## config.mk

```make
export PLATFORM = sky130hd
export DESIGN_NAME = bkpt_unit
export DESIGN_NICKNAME = d
export VERILOG_FILES = /design/src/rtl/bkpt_pkg.sv /design/src/rtl/bkpt_regs.sv /design/src/rtl/bkpt_match.sv /design/src/rtl/bkpt_tagq.sv /design/src/rtl/bkpt_unit.sv
export SDC_FILE = /design/constraint.sdc
export NUM_CORES = 1
export LEC_CHECK = 0
export BUFFER_PORTS_ARGS = -buffer_cell sky130_fd_sc_hd__buf_2
export CAP_MARGIN = 20
export CORE_UTILIZATION = 40
export CTS_CLUSTER_SIZE = 25
export DETAILED_ROUTE_END_ITERATION = 8
export PLACE_DENSITY = 0.72
export SETUP_SLACK_MARGIN = 0.02
export SKIP_CTS_REPAIR_TIMING = 1
export SYNTH_ARGS = -nofsm -noshare
export SYNTH_HDL_FRONTEND = slang
export SYNTH_SLANG_ARGS = --single-unit
```

## constraint.sdc

```tcl
create_clock -name clk -period 1.72 [get_ports clk]
set_input_delay 0.086 -clock clk [delete_from_list [all_inputs] [get_ports clk]]
set_output_delay 0.086 -clock clk [all_outputs]
set_load 0.005 [all_outputs]
```

## src/rtl/bkpt_pkg.sv

```systemverilog
`timescale 1ns/1ps
package bkpt_pkg;
    localparam int BK_AW   = 16;
    localparam int BK_DW   = 16;
    localparam int BK_LOWW = 8;
    localparam int BK_RAW  = 3;

    typedef enum logic [1:0] {
        MODE_OFF      = 2'b00,
        MODE_SWI_DUAL = 2'b01,
        MODE_DBG_FULL = 2'b10,
        MODE_DBG_DUAL = 2'b11
    } bk_mode_e;

    typedef enum logic {
        S_IDLE = 1'b0,
        S_PEND = 1'b1
    } bk_state_e;

    typedef struct packed {
        bk_mode_e           mode;
        logic               prog_only;
        logic               rng1;
        logic               rng0;
        logic [BK_AW-1:0]   cmp0;
        logic [BK_AW-1:0]   cmp1;
        logic               q_en;
        logic               q_val;
    } bk_cfg_t;

    localparam logic [BK_RAW-1:0] RA_CTRL = 3'd0;
    localparam logic [BK_RAW-1:0] RA_C0H  = 3'd1;
    localparam logic [BK_RAW-1:0] RA_C0L  = 3'd2;
    localparam logic [BK_RAW-1:0] RA_C1H  = 3'd3;
    localparam logic [BK_RAW-1:0] RA_C1L  = 3'd4;
    localparam logic [BK_RAW-1:0] RA_QUAL = 3'd5;
endpackage

```

## src/rtl/bkpt_regs.sv

```systemverilog
`timescale 1ns/1ps
module bkpt_regs
    import bkpt_pkg::*;
(
    input  logic              clk,
    input  logic              rst_n,
    input  logic              we,
    input  logic [BK_RAW-1:0] addr,
    input  logic [7:0]        wdata,
    output logic [7:0]        rdata,
    output bk_cfg_t           cfg
);
    bk_cfg_t cfg_q;

    always_ff @(posedge clk or negedge rst_n) begin
        if (!rst_n) begin
            cfg_q <= '0;
        end else if (we) begin
            unique case (addr)
                RA_CTRL: begin
                    cfg_q.mode      <= bk_mode_e'(wdata[7:6]);
                    cfg_q.prog_only <= wdata[5];
                    cfg_q.rng1      <= wdata[4];
                    cfg_q.rng0      <= wdata[3];
                end
                RA_C0H:  cfg_q.cmp0[BK_AW-1:BK_LOWW] <= wdata;
                RA_C0L:  cfg_q.cmp0[BK_LOWW-1:0]     <= wdata;
                RA_C1H:  cfg_q.cmp1[BK_AW-1:BK_LOWW] <= wdata;
                RA_C1L:  cfg_q.cmp1[BK_LOWW-1:0]     <= wdata;
                RA_QUAL: begin
                    cfg_q.q_en  <= wdata[1];
                    cfg_q.q_val <= wdata[0];
                end
                default: ;
            endcase
        end
    end

    always_comb begin
        unique case (addr)
            RA_CTRL: rdata = {cfg_q.mode, cfg_q.prog_only, cfg_q.rng1, cfg_q.rng0, 3'b000};
            RA_C0H:  rdata = cfg_q.cmp0[BK_AW-1:BK_LOWW];
            RA_C0L:  rdata = cfg_q.cmp0[BK_LOWW-1:0];
            RA_C1H:  rdata = cfg_q.cmp1[BK_AW-1:BK_LOWW];
            RA_C1L:  rdata = cfg_q.cmp1[BK_LOWW-1:0];
            RA_QUAL: rdata = {6'b000000, cfg_q.q_en, cfg_q.q_val};
            default: rdata = 8'h00;
        endcase
    end

    assign cfg = cfg_q;
endmodule

```

## src/rtl/bkpt_match.sv

```systemverilog
`timescale 1ns/1ps
module bkpt_match
    import bkpt_pkg::*;
(
    input  bk_cfg_t          cfg,
    input  logic [BK_AW-1:0] bus_addr,
    input  logic [BK_DW-1:0] bus_data,
    input  logic             bus_rnw,
    output logic             hit
);
    localparam int NCMP = 2;

    logic [BK_AW-1:0] cmp_a [NCMP];
    logic             rng_a [NCMP];
    logic [NCMP-1:0]  addr_hit;
    logic             dual;
    logic             data_hit;
    logic             rw_ok;

    assign cmp_a[0] = cfg.cmp0;
    assign cmp_a[1] = cfg.cmp1;
    assign rng_a[0] = cfg.rng0;
    assign rng_a[1] = cfg.rng1;

    assign dual = (cfg.mode == MODE_SWI_DUAL) || (cfg.mode == MODE_DBG_DUAL);

    for (genvar g = 0; g < NCMP; g++) begin : g_cmp
        logic hi_eq, lo_eq;
        assign hi_eq = cmp_a[g][BK_AW-1:BK_LOWW] == bus_addr[BK_AW-1:BK_LOWW];
        assign lo_eq = cmp_a[g][BK_LOWW-1:0] == bus_addr[BK_LOWW-1:0];
        // page match when the range bit is clear in a dual-address mode
        assign addr_hit[g] = hi_eq && (lo_eq || (dual && !rng_a[g]));
    end

    assign data_hit = (bus_data == cfg.cmp1);
    assign rw_ok    = !cfg.q_en || (bus_rnw == cfg.q_val);

    always_comb begin
        unique case (cfg.mode)
            MODE_OFF:      hit = 1'b0;
            MODE_SWI_DUAL: hit = |addr_hit;
            MODE_DBG_FULL: hit = addr_hit[0] && data_hit && rw_ok;
            MODE_DBG_DUAL: hit = (|addr_hit) && rw_ok;
            default:       hit = 1'b0;
        endcase
    end
endmodule

```

## src/rtl/bkpt_tagq.sv

```systemverilog
`timescale 1ns/1ps
module bkpt_tagq #(
    parameter int DEPTH = 4
) (
    input  logic clk,
    input  logic rst_n,
    input  logic flush,
    input  logic push,
    input  logic push_tag,
    input  logic pop,
    output logic pop_hit,
    output logic empty
);
    localparam int PW = (DEPTH > 1) ? $clog2(DEPTH) : 1;
    localparam int CW = $clog2(DEPTH + 1);
    localparam logic [PW-1:0] LAST = PW'(DEPTH - 1);

    logic [DEPTH-1:0] tags;
    logic [PW-1:0]    rd_p, wr_p;
    logic [CW-1:0]    cnt;
    logic             do_push, do_pop;

    assign do_push = push && (cnt < CW'(DEPTH));
    assign do_pop  = pop && (cnt != '0);
    assign pop_hit = do_pop && !flush && tags[rd_p];
    assign empty   = (cnt == '0);

    always_ff @(posedge clk or negedge rst_n) begin
        if (!rst_n) begin
            tags <= '0;
            rd_p <= '0;
            wr_p <= '0;
            cnt  <= '0;
        end else if (flush) begin
            rd_p <= '0;
            wr_p <= '0;
            cnt  <= '0;
        end else begin
            if (do_push) begin
                tags[wr_p] <= push_tag;
                wr_p       <= (wr_p == LAST) ? '0 : wr_p + 1'b1;
            end
            if (do_pop) begin
                rd_p <= (rd_p == LAST) ? '0 : rd_p + 1'b1;
            end
            cnt <= cnt + CW'(do_push) - CW'(do_pop);
        end
    end
endmodule

```

## src/rtl/bkpt_unit.sv

```systemverilog
`timescale 1ns/1ps
module bkpt_unit
    import bkpt_pkg::*;
#(
    parameter int TAG_DEPTH = 4
) (
    input  logic        clk,
    input  logic        rst_n,
    input  logic        reg_we,
    input  logic [2:0]  reg_addr,
    input  logic [7:0]  reg_wdata,
    output logic [7:0]  reg_rdata,
    input  logic        bus_valid,
    input  logic        bus_fetch,
    input  logic        bus_rnw,
    input  logic [15:0] bus_addr,
    input  logic [15:0] bus_data,
    input  logic        op_issue,
    input  logic        flow_flush,
    input  logic        instr_boundary,
    output logic        swi_req,
    output logic        dbg_req
);
    bk_cfg_t   cfg;
    bk_state_e state_q, state_d;
    bk_mode_e  mode_w;
    logic      hit, tag_mode, active, arm, pop_hit, tq_empty, fire;

    bkpt_regs u_regs (
        .clk   (clk),
        .rst_n (rst_n),
        .we    (reg_we),
        .addr  (reg_addr),
        .wdata (reg_wdata),
        .rdata (reg_rdata),
        .cfg   (cfg)
    );

    bkpt_match u_match (
        .cfg      (cfg),
        .bus_addr (bus_addr),
        .bus_data (bus_data),
        .bus_rnw  (bus_rnw),
        .hit      (hit)
    );

    assign mode_w   = cfg.mode;
    assign active   = (mode_w != MODE_OFF);
    assign tag_mode = (mode_w == MODE_SWI_DUAL) || cfg.prog_only;
    assign arm      = bus_valid && hit && !tag_mode && active;

    bkpt_tagq #(.DEPTH(TAG_DEPTH)) u_tagq (
        .clk      (clk),
        .rst_n    (rst_n),
        .flush    (flow_flush),
        .push     (bus_valid && bus_fetch),
        .push_tag (hit && tag_mode && active),
        .pop      (op_issue),
        .pop_hit  (pop_hit),
        .empty    (tq_empty)
    );

    // state register
    always_ff @(posedge clk or negedge rst_n) begin
        if (!rst_n) state_q <= S_IDLE;
        else        state_q <= state_d;
    end

    // transitions: ARM, FIRE, CANCEL
    always_comb begin
        state_d = state_q;
        unique case (state_q)
            S_IDLE: if (arm) state_d = S_PEND;
            S_PEND: if (!active || instr_boundary) state_d = S_IDLE;
            default: state_d = S_IDLE;
        endcase
    end

    assign fire = active && (((state_q == S_PEND) && instr_boundary) || pop_hit);

    // output process
    always_ff @(posedge clk or negedge rst_n) begin
        if (!rst_n) begin
            swi_req <= 1'b0;
            dbg_req <= 1'b0;
        end else begin
            swi_req <= fire && (mode_w == MODE_SWI_DUAL);
            dbg_req <= fire && mode_w[1];
        end
    end
endmodule

```

# After elaboration in Yosys (flattened, before gate mapping)
# Index checks and enable logic that the tools add are counted.
# classes
addsub	4
magnitude_cmp	4
bitwise	2
n_eq_ne	16
n_reduce_logical	49
n_mux	17
# op_table
operator	n
8-bit one-hot mux with 6 select lines	1
8-bit == test	4
1-bit logical AND	22
16-bit == test	1
2-bit AND reduction	7
2-bit 2-to-1 mux	6
2-bit == test (second input constant)	4
1-bit logical OR	7
3-bit by 2-bit == test with 1-bit output (second input constant)	2
3-bit == test (second input constant)	2
1-bit zero test	6
2-bit by 3-bit < comparator with 1-bit output (second input constant)	2
2-bit nonzero test	3
2-bit by 1-bit adder with 2-bit output (second input constant)	2
4-bit bitwise mux	1
1-bit 2-to-1 mux	4
1-bit one-hot mux with 4 select lines	1
3-bit by 1-bit adder with 3-bit output	1
3-bit by 1-bit == test with 1-bit output (second input constant)	1
3-bit zero test	1
3-bit < comparator (second input constant)	1
3-bit 2-to-1 mux	1
3-bit nonzero test	1
3-bit by 1-bit subtractor with 3-bit output	1
9 further kinds	10
# word_totals
register_bits	53
out_inout_bits	10
word_cells	109
input_bits	52

# Depth between registers and ports, before layout
# Gate-level depths: netlist of the first run.
# logic_depth
word_depth	13
mapped_depth	7
depth_no_buf	7

# Modules after synthesis
# Synthesis of the first run repeated with hierarchy kept, for this count alone.
# hier_totals
cells_unflattened	265
hier_area_um2	3190.6
# modules_own_cells
module	n_inst	seq_area_each_um2	cells_each	area_each_um2
bkpt_regs	1	975.9	130	1860.5
bkpt_tagq	1	275.3	52	630.6
bkpt_match	1	0.0	70	555.5
bkpt_unit	1	75.1	13	143.9

# Worst setup path before layout of the first run
# OpenSTA, ideal clock, no wires.
# synth_path
path_type	register -> register
start	register u_tagq.cnt[1]
end	register u_tagq.cnt[2]
required_ns	1.590
t_arrival_ns	1.751
stages_incl_launch_ff	8
period_less_slack_ns	1.881
n_path_buf	0
setup_ns	0.130
setup_slack_ns	-0.161
cell_sequence	dfrtp_1 > o31a_1 > ha_1 > inv_1 > ha_1 > fa_1 > xnor2_1 > nor2_1
# synth_between
elab_chain_cells	5
word_cells_on_any_way	7
classes_between	2 x add/sub; 1 x order compare; 1 x mux; 3 x reduce/logical
# synth_lines
item	line_no	rtl
start: declaration	bkpt_tagq.sv:20	logic [CW-1:0] cnt;
start signal: assignment	bkpt_tagq.sv:46	cnt <= cnt + CW'(do_push) - CW'(do_pop);
3-bit < comparator	bkpt_tagq.sv:23	assign do_push = push && (cnt < CW'(DEPTH));
1-bit logical AND	bkpt_tagq.sv:23	
3-bit by 1-bit adder with 3-bit output	bkpt_tagq.sv:46	
3-bit by 1-bit subtractor with 3-bit output (*)	bkpt_tagq.sv:46	
3-bit 2-to-1 mux (*)	bkpt_tagq.sv:34	end else if (flush) begin
# Mark *: on every way between the ends. The rest lies on a longest branch, timed or not.
# A chain may end at the register's enable or synchronous reset.

# Final worst setup path of the first run
# Ends and elaborated chain as after synthesis.

==> impl_metrics.csv, run 1 <==
group,metric,value,unit
run_status,status,"finished, violations left",
run_status,violations,"negative setup slack",
worst_hold_path,holdPathStages,3,
floorplanning,core,7410,um^2
synth,ys_top_cells_by_area,"dfrtp_1 (42%), mux2_2 (16%), xnor2_1 (13%)",
timing,drv_slew,0,
finish,n_antenna_cell,0,
placement,dpl.cell_count,441,
timing,hold_violations,0,
placement,place_ws,-0.125,ns
timing,post-route-period-util,1.08,
finish,final_net_count,415,
worst_setup_path,cp_max_fo,2,
worst_setup_path,cpPeakStageDelay,0.39,ns
synth,synth_edf_count,0,
synth,yosysTopAreaCellShare,0.423,
pwr,finalPower,3.85,mW
floorplanning,die_w,90.5,um
grt,grt_start_max_net_pins,41,
timing,finalSetupViolCount,2,
grt,overflow,0,
pwr,p_per_area,991,nW/um^2
grt,grt.total_usage,0.195,
clocking,clock-sinks,53,
drt,drt_iter0_markers,124,
placement,numPortBuffers,61,
synth,syn_avg_cell_area,11.6,um^2
timing,rsz0062_at_grt,"yes",
worst_setup_path,reg2reg_depth,7,
floorplanning,die_area,8190,um^2
timing,setup_ws,-0.129,ns
clocking,cts.path.max_buffers,2,
worst_setup_path,critPathArrivalTime,2.05,ns
synth,synth_area_leader_cell,"dfrtp_1",
drt,dr.pass1.iters,4,
placement,hpwl,5940,um
synth,synth_cell_types,40,
grt,antenna_found_initial,0,
worst_setup_path,startpoint,"u_tagq.cnt[1]",
synth,synth_nets,329,
timing,timing.setup.tns,-0.245,ns
finish,syn_to_final_growth,24.1,%
synth,ys_async_sr_fraction,1.00,
finish,layoutNonFillerInstCount,456,
grt,grt_pass1_wl,12400,um
drt,vias,2340,
floorplanning,fp.dieH,90.5,um
worst_setup_path,crit_chain,"o31a_1 -> ha_1 -> inv_1 -> ha_2 -> fa_1 -> xnor2_1 -> nor2_1",
clocking,clkTransAtPathRegs,0.10,ns
floorplanning,rows,31,
worst_setup_path,end_kind,"flip-flop",
synth,yosysSeqAreaShare,0.423,
worst_setup_path,path_buf_inv,1,
timing,fin_crit,1.85,ns
drt,drc,0,
worst_hold_path,hp-start,"reg_wdata[2]",
pwr,leakagePower,1.72,nW
synth,yosys-top-cells-count,"dfrtp_1 (53), xnor2_1 (47), mux2_2 (44)",
timing,max_freq,541,MHz
synth,yosys_register_bits,53,
worst_setup_path,reg2reg_from,"u_tagq.cnt[1]",
worst_setup_path,path_class,"flip-flop to flip-flop",
clocking,cts-root-buf,"clkbuf_8",
worst_setup_path,startpoint_type,"flip-flop",
timing,tightestPinTransition,0.344,ns
worst_hold_path,hold_end,"u_regs.cfg[4]",
worst_setup_path,slowest_stage,"dfrtp_1",
worst_hold_path,hp-class,"primary input to flip-flop",
drt,via_per_inst,5.13,
clocking,numCtsBuffers,5,
clocking,ctsHtreeMaxLevel,2,
worst_setup_path,r2r-end,"u_tagq.cnt[2]",
synth,syn-cell-area,3130,um^2
timing,skew,0.00983,ns
placement,place_congestion,0.841,
synth,synth.most_common_cell,"dfrtp_1",
synth,synth_warnings,0,
worst_setup_path,path_delay_family,"adder cells",
finish,final_layout_size_suffix_gt1_frac,0.459,
floorplanning,io_pins,62,
timing,relSlewSlack,0.770,
drt,wl,7580,um
floorplanning,start_util,0.423,
synth,synth_cells,270,
run,drv_cap,0,
worst_setup_path,rrSetupSlack,-0.13,ns
pwr,vdd_drop_max,0.000571,V
synth,synth_top_flop_cell,"dfrtp_1",
finish,final_area,3890,um^2
clocking,cts_tree,"built",
drt,ant_nets,0,
worst_setup_path,cp_data_required_time,1.92,ns
clocking,worst_skew_pair.late_latency,0.31,ns
worst_setup_path,cp.depth,7,
drt,post_drt_wl_per_cell,16.6,um
placement,dpl-instance-area,3680,um^2
grt,grt_pass1_vias,2470,
## cells in the final DEF, fill, tap and decap left out, types with 4 or more instances in the layout
cell / netlist / layout
buf_2: 4 / 61
dfrtp_1: 53 / 52
mux2_2: 44 / 44
xnor2_1: 47 / 44
buf_4: 2 / 22
nand4_1: 11 / 11
inv_1: 13 / 10
nor2_1: 9 / 9
nand2_1: 9 / 9
clkbuf_8: 0 / 7
mux2i_1: 6 / 6
xor2_1: 6 / 6
mux4_2: 5 / 5
nand3_1: 5 / 5
ha_1: 6 / 5
inv_2: 1 / 4
nor2b_1: 4 / 4
nor3_1: 5 / 4
## sequential cells by signal (all words and copies together), names as in the netlist
signal and cells:
dbg_req 1, swi_req 1, u_regs.cfg 39, u_tagq.tags 4, u_tagq.cnt 3, state_q 1
u_tagq.wr_p 2, u_tagq.rd_p 2
## worst min-delay path, stage by stage
cell,delay (ns)
buf_2,0.12
nand2_1,0.06
o21ai_0,0.06
## where the power goes
group	total, mW	internal, mW	switching, mW
Combinational	1.32	0.775	0.540
Sequential	1.77	1.49	0.275
Clock	0.772	0.365	0.407
Total	3.85	2.63	1.22
## worst max-delay path by stage
stage / slack (ns) / endpoint
after floorplan: -0.12 / u_tagq.cnt[2]
final: -0.13 / u_tagq.cnt[2]
after global placement: -0.08 / u_tagq.cnt[2]
after CTS: -0.15 / u_tagq.cnt[2]
after global routing: -0.21 / u_tagq.cnt[2]
after detailed placement: -0.12 / u_tagq.cnt[2]
## cell families after synthesis
logic type      after synthesis  synth area share
xor+xnor                     53             0.148
buf+inv                      22            0.0304
simple gates                 58             0.107
mux                          56             0.217
fa+ha+maj                     7            0.0304
flops                        53             0.423
compound gates               21            0.0435
## layer usage
layer / vias to the layer above / wire (um) / GRT usage
li1: 1123 / - / -
met1: 1137 / 3620 / 0.281
met2: 68 / 3510 / 0.300
met3: 12 / 303 / 0.0286
met4: 0 / 154 / 0.0672
met5: - / 0 / 0
## per-stage QoR
stage	hold slack, ns	utilization
after floorplan	-0.210	-
after global placement	0.00911	0.496
after detailed placement	0.00983	0.496
after CTS	-0.329	0.510
after global routing	0.0584	0.525
final	0.0508	0.525
## layout make-up
cell class,instances,area (um^2)
multi-input cells,195,1760
fillers,675,3520
flip-flops and latches,53,1330
clock buffers,7,96.3
well taps,99,124
repair buffers,87,523
inverters,14,52.6
clock inverters,1,5.00
Note: power is estimated with default switching activity, not from simulation.
==> run 2: changes to the inputs <==
RECOVER_POWER = 100   (was not set)
SKIP_LAST_GASP = 1   (was not set)
==> run 2 against run 1 <==
- the run still ends with negative setup slack left
- die area unchanged
- highest routed layer unchanged
- count of clock-buffer cells in the layout stayed put
- flip-flop and latch count is the same
- routed wire length down 0.22%
- core utilization shrank 0.86 points
- clock power barely moved
- fmax hardly changed
- setup slack about the same
- cell area down 1.6%
- critical endpoint unchanged
- critical path depth unchanged
- sequential share of layout area is 0.57 points higher
==> impl_metrics.csv, run 2 (synthesis gave the netlist of run 1 again) <==
group,metric,value,unit
worst_setup_path,startpoint_type,"flip-flop",
clocking,ctsHtreeMaxLevel,2,
worst_setup_path,path_buf_inv,1,
timing,skew,0.00927,ns
worst_setup_path,end_kind,"flip-flop",
floorplanning,core,7410,um^2
drt,ant_nets,0,
worst_setup_path,rrSetupSlack,-0.13,ns
timing,drv_slew,0,
finish,layoutNonFillerInstCount,456,
finish,final_layout_size_suffix_gt1_frac,0.420,
drt,via_per_inst,5.16,
worst_hold_path,holdPathStages,3,
placement,dpl.cell_count,441,
clocking,clock-sinks,53,
worst_setup_path,cpPeakStageDelay,0.39,ns
grt,grt_start_max_net_pins,41,
drt,dr.pass1.iters,4,
placement,numPortBuffers,61,
grt,antenna_found_initial,0,
timing,finalSetupViolCount,2,
worst_hold_path,hp-class,"primary input to flip-flop",
placement,hpwl,5940,um
pwr,leakagePower,1.68,nW
placement,place_ws,-0.125,ns
finish,final_cell_mix,"buf_2 (59), dfrtp_1 (52), mux2_2 (44), xnor2_1 (44), buf_4 (14)",
clocking,cts.path.max_buffers,2,
pwr,vdd_drop_max,0.000568,V
clocking,cts-root-buf,"clkbuf_8",
drt,wl,7560,um
worst_setup_path,cp_max_fo,2,
worst_setup_path,path_delay_family,"adder cells",
timing,hold_slack,0.0499,ns
clocking,clkTransAtPathRegs,0.10,ns
pwr,finalPower,3.84,mW
finish,largest_register_ffs,39,
pwr,p_per_area,1000,nW/um^2
run_status,violations,"negative setup slack",
timing,hold_violations,0,
drt,drt_iter0_markers,113,
floorplanning,fp.dieH,90.5,um
clocking,numCtsBuffers,5,
grt,grt_pass1_vias,2470,
run_status,status,"finished, violations left",
timing,setup_ws,-0.129,ns
finish,n_antenna_cell,0,
floorplanning,start_util,0.423,
worst_setup_path,crit_chain,"o31a_1 -> ha_1 -> inv_1 -> ha_2 -> fa_1 -> xnor2_1 -> nor2_1",
timing,post-route-period-util,1.08,
clocking,worst_skew_pair.late_latency,0.31,ns
drt,drc,0,
finish,nFillCells,683,
finish,final_net_count,415,
floorplanning,io_pins,62,
floorplanning,die_area,8190,um^2
floorplanning,rows,31,
timing,relSlewSlack,0.477,
grt,grt_pass1_wl,12400,um
drt,vias,2351,
worst_setup_path,path_class,"flip-flop to flip-flop",
timing,timing.setup.tns,-0.245,ns
finish,layout_commonest_cell,"buf_2",
timing,max_freq,541,MHz
drt,post_drt_wl_per_cell,16.6,um
timing,rsz0062_at_grt,"yes",
worst_setup_path,cp.depth,7,
worst_setup_path,slowest_stage,"dfrtp_1",
grt,overflow,0,
floorplanning,die_w,90.5,um
run,drv_cap,0,
clocking,cts_tree,"built",
grt,grt.total_usage,0.195,
finish,syn_to_final_growth,22.1,%
placement,place_congestion,0.841,
timing,tightestPinTransition,0.785,ns
worst_setup_path,critPathArrivalTime,2.05,ns
worst_setup_path,reg2reg_depth,7,
worst_setup_path,cp_data_required_time,1.92,ns
timing,fin_crit,1.85,ns
==> run 2: metal layers <==
layer,vias to the layer above,share of wire,GRT usage
met1,1147,0.47,0.281
li1,1121,-,-
met5,-,0,0
met3,13,0.050,0.0286
met2,70,0.46,0.300
met4,0,0.023,0.0672
==> run 2: worst min-delay path: stages <==
cell,delay (ns)
buf_2,0.12
nand2_1,0.06
o21ai_0,0.06
==> run 2: path summary, 6_finish.rpt <==
path | startpoint | endpoint
max reg2reg | u_tagq.cnt[1] | u_tagq.cnt[2]
min in group asynchronous | rst_n | u_tagq.wr_p[1]
max | u_tagq.cnt[1] | u_tagq.cnt[2]
min reg2reg | u_tagq.tags[2] | u_tagq.tags[2]
max in group asynchronous | rst_n | u_regs.cfg[12]
min | reg_wdata[2] | u_regs.cfg[4]
==> run 2: report_power, final <==
group	leakage (nW)	total (mW)	switching [mW]	internal (mW)
Combinational	0.967	1.30	0.534	0.764
Clock	0.0542	0.771	0.406	0.365
Sequential	0.659	1.77	0.275	1.49
Total	1.68	3.84	1.22	2.62
==> run 2: through the flow <==
step / utilization / instance area, um^2
after detailed placement: 0.496 / 3680
after floorplan: - / 3140
after global placement: 0.496 / 3680
after CTS: 0.510 / 3780
final: 0.516 / 3820
after global routing: 0.516 / 3820
==> run 2: cell type report <==
type / instances / area, um^2 / area share
Clock buffer: 7 / 96.3 / 0.0252
Tap cell: 99 / 124 / 0.0324
Multi-Input combinational cell: 195 / 1740 / 0.455
Inverter: 14 / 52.6 / 0.0137
Sequential cell: 53 / 1330 / 0.347
Timing Repair Buffer: 87 / 480 / 0.126
Clock inverter: 1 / 5.00 / 0.00131
